[config.mk]
export PLATFORM = sky130hd
export DESIGN_NAME = cam_cycle_ctrl
export DESIGN_NICKNAME = d
export VERILOG_FILES = /design/src/rtl/cam_cyc_pkg.sv /design/src/rtl/cam_strobe_sync.sv /design/src/rtl/cam_cycle_decode.sv /design/src/rtl/cam_match_chain.sv /design/src/rtl/cam_cycle_ctrl.sv
export SDC_FILE = /design/constraint.sdc
export NUM_CORES = 1
export LEC_CHECK = 0
export BUFFER_PORTS_ARGS = -buffer_cell sky130_fd_sc_hd__buf_2
export CORE_MARGIN = 8
export CORE_UTILIZATION = 43
export DETAILED_ROUTE_END_ITERATION = 12
export GPL_TIMING_DRIVEN = 0
export PLACE_DENSITY_LB_ADDON = 0.15
export SKIP_CTS_REPAIR_TIMING = 1
export SYNTH_ARGS = -nofsm -noshare
export SYNTH_HDL_FRONTEND = slang
export SYNTH_SLANG_ARGS = --single-unit
[constraint.sdc]
create_clock -name clk -period 1.73 [get_ports clk]
set_clock_uncertainty 0.05 [all_clocks]
set_input_delay 0.0865 -clock clk [delete_from_list [all_inputs] [get_ports clk]]
set_output_delay 0.0865 -clock clk [all_outputs]
set_load 0.1 [all_outputs]
[src/rtl/cam_cyc_pkg.sv]
package cam_cyc_pkg;

  typedef enum logic [2:0] {
    CYC_IDLE   = 3'd0,
    CYC_CMD_WR = 3'd1,
    CYC_DAT_WR = 3'd2,
    CYC_CMD_RD = 3'd3,
    CYC_DAT_RD = 3'd4
  } cyc_kind_e;

  function automatic cyc_kind_e decode_kind(input logic wr_n, input logic cmd_n);
    case ({wr_n, cmd_n})
      2'b00:   return CYC_CMD_WR;
      2'b01:   return CYC_DAT_WR;
      2'b10:   return CYC_CMD_RD;
      default: return CYC_DAT_RD;
    endcase
  endfunction

endpackage

[src/rtl/cam_strobe_sync.sv]
module cam_strobe_sync #(
  parameter int SYNC_STAGES = 2
) (
  input  logic clk,
  input  logic rst,
  input  logic strobe_n_async,
  output logic strobe_idle,
  output logic fall_p,
  output logic rise_p
);
  localparam int LAST = SYNC_STAGES - 1;

  logic [LAST:0] sync_q;
  logic          prev_q;

  genvar g;
  generate
    for (g = 0; g <= LAST; g++) begin : g_stage
      if (g == 0) begin : g_first
        always_ff @(posedge clk) begin
          if (rst) sync_q[0] <= 1'b1;
          else     sync_q[0] <= strobe_n_async;
        end
      end else begin : g_next
        always_ff @(posedge clk) begin
          if (rst) sync_q[g] <= 1'b1;
          else     sync_q[g] <= sync_q[g-1];
        end
      end
    end
  endgenerate

  always_ff @(posedge clk) begin
    if (rst) prev_q <= 1'b1;
    else     prev_q <= sync_q[LAST];
  end

  assign fall_p      = prev_q & ~sync_q[LAST];
  assign rise_p      = ~prev_q & sync_q[LAST];
  assign strobe_idle = prev_q;

endmodule

[src/rtl/cam_cycle_decode.sv]
module cam_cycle_decode
  import cam_cyc_pkg::*;
#(
  parameter int DQ_W = 16
) (
  input  logic            clk,
  input  logic            rst,
  input  logic            fall_p,
  input  logic            rise_p,
  input  logic            strobe_idle,
  input  logic            wr_n,
  input  logic            cmd_n,
  input  logic            chain_en_n,
  output cyc_kind_e       kind_q,
  output logic [DQ_W-1:0] dq_oe_q,
  output logic            seg_adv_q,
  output logic            ec_cap_n
);

  always_ff @(posedge clk) begin
    if (rst) begin
      kind_q    <= CYC_IDLE;
      dq_oe_q   <= '0;
      seg_adv_q <= 1'b0;
      ec_cap_n  <= 1'b1;
    end else begin
      seg_adv_q <= rise_p;
      if (fall_p) begin
        kind_q   <= decode_kind(wr_n, cmd_n);
        dq_oe_q  <= {DQ_W{wr_n}};
        ec_cap_n <= chain_en_n;
      end else if (rise_p) begin
        kind_q  <= CYC_IDLE;
        dq_oe_q <= '0;
      end
    end
  end

  // bus released whenever the synchronized strobe is high
  p_bus_quiet_r4: assert property (@(posedge clk) disable iff (rst)
    strobe_idle |-> (dq_oe_q == '0));

  // write cycles never drive the bus
  p_write_no_drive_r4: assert property (@(posedge clk) disable iff (rst)
    (kind_q == CYC_CMD_WR || kind_q == CYC_DAT_WR) |-> (dq_oe_q == '0));

  // advance is a single-cycle pulse
  p_adv_single_r5: assert property (@(posedge clk) disable iff (rst)
    seg_adv_q |=> !seg_adv_q);

  // advance coincides with the return to idle
  p_adv_idle_r5: assert property (@(posedge clk) disable iff (rst)
    seg_adv_q |-> (kind_q == CYC_IDLE));

endmodule

[src/rtl/cam_match_chain.sv]
module cam_match_chain (
  input  logic clk,
  input  logic rst,
  input  logic rise_p,
  input  logic ec_cap_n,
  input  logic match_in_n,
  input  logic local_match,
  input  logic rpt_en,
  input  logic cfg_switch,
  output logic match_n_q
);
  logic chain_on_q, hit_q;
  logic chain_nx, hit_nx, match_nx;

  always_comb begin
    if (cfg_switch)  chain_nx = 1'b0;
    else if (rise_p) chain_nx = ~ec_cap_n;
    else             chain_nx = chain_on_q;

    hit_nx = cfg_switch ? 1'b0 : (hit_q | local_match);

    if (cfg_switch)    match_nx = 1'b1;
    else if (chain_nx) match_nx = ~((hit_q & rpt_en) | ~match_in_n);
    else               match_nx = 1'b1;
  end

  always_ff @(posedge clk) begin
    if (rst) begin
      chain_on_q <= 1'b0;
      hit_q      <= 1'b0;
      match_n_q  <= 1'b1;
    end else begin
      chain_on_q <= chain_nx;
      hit_q      <= hit_nx;
      match_n_q  <= match_nx;
    end
  end

  // configuration switch forces the flag inactive
  p_cfg_high_r9: assert property (@(posedge clk) disable iff (rst)
    cfg_switch |=> match_n_q);

  // closing a cycle with chain disabled leaves the flag inactive
  p_ec_high_r8: assert property (@(posedge clk) disable iff (rst)
    (rise_p && ec_cap_n) |=> match_n_q);

  // an active flag needs an upstream match or a reported local hit
  p_low_has_source_r6: assert property (@(posedge clk) disable iff (rst)
    !match_n_q |-> ($past(!match_in_n) || $past(hit_q && rpt_en)));

endmodule

[src/rtl/cam_cycle_ctrl.sv]
module cam_cycle_ctrl
  import cam_cyc_pkg::*;
#(
  parameter int DQ_W        = 16,
  parameter int SYNC_STAGES = 2
) (
  input  logic            clk,
  input  logic            rst,
  input  logic            strobe_n,
  input  logic            wr_n,
  input  logic            cmd_n,
  input  logic            chain_en_n,
  input  logic            match_in_n,
  input  logic            local_match,
  input  logic            rpt_en,
  input  logic            cfg_switch,
  output logic            match_n,
  output logic [DQ_W-1:0] dq_oe,
  output logic [2:0]      cycle_kind,
  output logic            seg_adv
);
  logic      strobe_idle, fall_p, rise_p, ec_cap_n;
  cyc_kind_e kind;

  cam_strobe_sync #(.SYNC_STAGES(SYNC_STAGES)) u_sync (
    .clk            (clk),
    .rst            (rst),
    .strobe_n_async (strobe_n),
    .strobe_idle    (strobe_idle),
    .fall_p         (fall_p),
    .rise_p         (rise_p)
  );

  cam_cycle_decode #(.DQ_W(DQ_W)) u_decode (
    .clk         (clk),
    .rst         (rst),
    .fall_p      (fall_p),
    .rise_p      (rise_p),
    .strobe_idle (strobe_idle),
    .wr_n        (wr_n),
    .cmd_n       (cmd_n),
    .chain_en_n  (chain_en_n),
    .kind_q      (kind),
    .dq_oe_q     (dq_oe),
    .seg_adv_q   (seg_adv),
    .ec_cap_n    (ec_cap_n)
  );

  cam_match_chain u_chain (
    .clk         (clk),
    .rst         (rst),
    .rise_p      (rise_p),
    .ec_cap_n    (ec_cap_n),
    .match_in_n  (match_in_n),
    .local_match (local_match),
    .rpt_en      (rpt_en),
    .cfg_switch  (cfg_switch),
    .match_n_q   (match_n)
  );

  assign cycle_kind = kind;

  // the bus is never driven while the flag logic sees an idle cycle
  p_idle_no_drive_r4: assert property (@(posedge clk) disable iff (rst)
    (cycle_kind == 3'd0) |-> (dq_oe == '0));

endmodule

==> out/results.ini <==
[layout]
final_cell_area_um2=841
syn_to_final_growth_pct=38.3
mostFrequentLayoutCells=buf_2 (30), buf_4 (15), dfxtp_1 (11), ha_1 (5)
drive_gt1_share_pct=54.0
nets=117
multi_input_area_um2=229
fillers=129
diodes=0
seqCellArea_um2=241
final_common_cell=buf_2

[worst_setup_path]
cpLargestDelayFamily=simple AND/OR/NAND/NOR gates
arrival_ps=1660
r2r_start=u_sync.strobe_idle
crit_required_ps=1870
max_stage_delay_ps=560
crit_buf_inv=1
r2r_cells=4
path_cells=inv_1 -> ha_1 -> or4b_1 -> o22ai_2
cpMaxStageDelayCell=or4b_1
crit_path_end_kind=flip-flop
timing.rr.end=u_decode.kind_q[0]
r2r_slack_ps=210
cp_max_fo=8
worstSetupPathType=reg -> reg
start_kind=flip-flop

[clock_network]
cts-buffers-inserted=3
htreeDepth=1
cts_sinks=12
cts_tree=yes
clockBufferDepth=2
cts_root_buf=clkbuf_4
clock_latency_ps=260
path_clk_slew_ps=70

[floorplan]
start_util_pct=46.2
die_h_um=53.6
die_w_um=53.6
rows=13
ios=31
dieArea_mm2=0.00287
core_area_mm2=0.00132

[placement]
io_buffers=30
place_hpwl_um=971
gp_congestion=0.643
place_ws_ps=220
dpl_cell_area_um2=778

[global_route]
grt_antenna_before_repair=0
grt.total_usage_pct=7.99
grt_max_degree=18
grt_pass1_wl_um=1730
grt-ovfl-total=0
grt_pass1_vias=400

[yosys]
synthCells=63
syn_area_um2=608
ys_seq_area_share_pct=39.5
synth-warning-count=0
synth.distinct_cells=19
syn_area_per_cell_um2=9.65
yosys_register_bits=12
synth_nets=78

[worst_hold_path]
holdPathEnd=u_chain.hit_q
hold_path.class=in -> reg
holdPathStages=3
hp-start=local_match

[route]
viasPerCell=4.24
num_vias=488
routedWlPerCell_um=10.5
drtIter0Drc=7
postRouteAntennaNets=0
drt_first_pass_iters=5
route.detailed.drc=0
routed_wl_um=1210

[timing]
rsz0062_at_grt=no
maxSlewViolCount=0
fmax_mhz=660
fin_crit_sh_pct=87.6
layout_min_cycle_time_ps=1520
worst_slew_pin_slew_ps=494
final-setup-viol-count=0
timing.slew.headroom_pct=67.3
hold_viol=0
fin_ws_ps=215
tns_ps=0

[pwr]
power_mw=0.533
p_per_area_mw_per_mm2=634
p_leak_nw=0.467
ir_drop_v=0.000403

[outcome]
outcome=finished clean

[job]
maxCapViolations=0

==> metal layers <==
layer	vias up	global-route usage, %	part of all wire [%]
met5	-	0	0
met4	0	1.26	0
met3	0	4.96	9.0
met2	18	12.5	48
met1	204	9.28	43
li1	266	-	-
==> how the worst max path moves through the flow <==
| stage | end | start | cells past startpoint |
|---|---|---|---|
| 3_3_place_gp | u_decode.kind_q[0] | u_sync.strobe_idle | 4 |
| 3_5_place_dp | u_decode.kind_q[0] | u_sync.strobe_idle | 4 |
| 2_1_floorplan | u_decode.kind_q[0] | u_sync.strobe_idle | 4 |
| 4_1_cts | u_decode.kind_q[0] | u_sync.strobe_idle | 4 |
| 6_report | u_decode.kind_q[0] | u_sync.strobe_idle | 4 |
| 5_1_grt | u_decode.kind_q[0] | u_sync.strobe_idle | 4 |
==> flip-flops by register name, indices dropped and copies added, names as in the netlist <==
signal and count:
u_decode.kind_q 3, u_decode.seg_adv_q 1, u_chain.hit_q 1, u_decode.dq_oe_q 1, u_sync.sync_q 2, u_chain.match_n_q 1
u_decode.ec_cap_n 1, u_chain.chain_on_q 1, u_sync.strobe_idle 1
==> per-stage QoR <==
stage | util (%) | cells | hold WS [ps]
global placement | 59.1 | 108 | 219
CTS | 60.8 | 111 | -57.0
finish | 63.8 | 115 | 37.6
detailed placement | 59.1 | 108 | 221
global route | 63.8 | 115 | 54.0
floorplan | - | 63 | 108
==> logic make-up (layout without fill, tap and decap cells) <==
family / after synthesis / count (layout) / share of synthesized area [%]
buf+inv: 20 / 57 / 22.8
simple gates: 18 / 18 / 17.1
flops: 12 / 12 / 39.5
compound gates: 8 / 8 / 10.3
fa+ha+maj: 5 / 5 / 10.3
==> synth_stat cells (all sizes together) <==
master,number,area (µm²)
ha,5,62.6
a21oi,3,15.0
inv,4,15.0
a2111o,1,11.3
nor3,1,5.00
a211oi,1,7.51
or2,3,18.8
o22ai,1,12.5
a211o,1,8.76
nand3b,3,22.5
nor2,2,7.51
dfxtp,12,240
buf,16,124
nand2b,2,12.5
a21boi,1,7.51
nand2,4,15.0
or4b,1,10.0
nor2b,2,12.5
==> worst register-to-register path: stages, from the launching register on <==
cell and delay (ps):
dfxtp_1 330, inv_1 40, ha_1 370, or4b_1 560, o22ai_2 90
==> area by class of cell <==
class,instances,share of cell area [%]
Inverter,4,1.79
Tap cell,15,2.23
Clock buffer,3,2.68
Timing Repair Buffer,34,22.6
Sequential cell,12,28.7
Buffer,16,14.7
Multi-Input combinational cell,31,27.2
==> where the power goes <==
group	leakage, nW	switching (mW)	internal, mW
sequential	0.0982	0.00331	0.282
combinational	0.355	0.0546	0.0339
clock	0.0138	0.0786	0.0802
total	0.467	0.136	0.397
No activity file was read; power rests on OpenSTA's default activity.
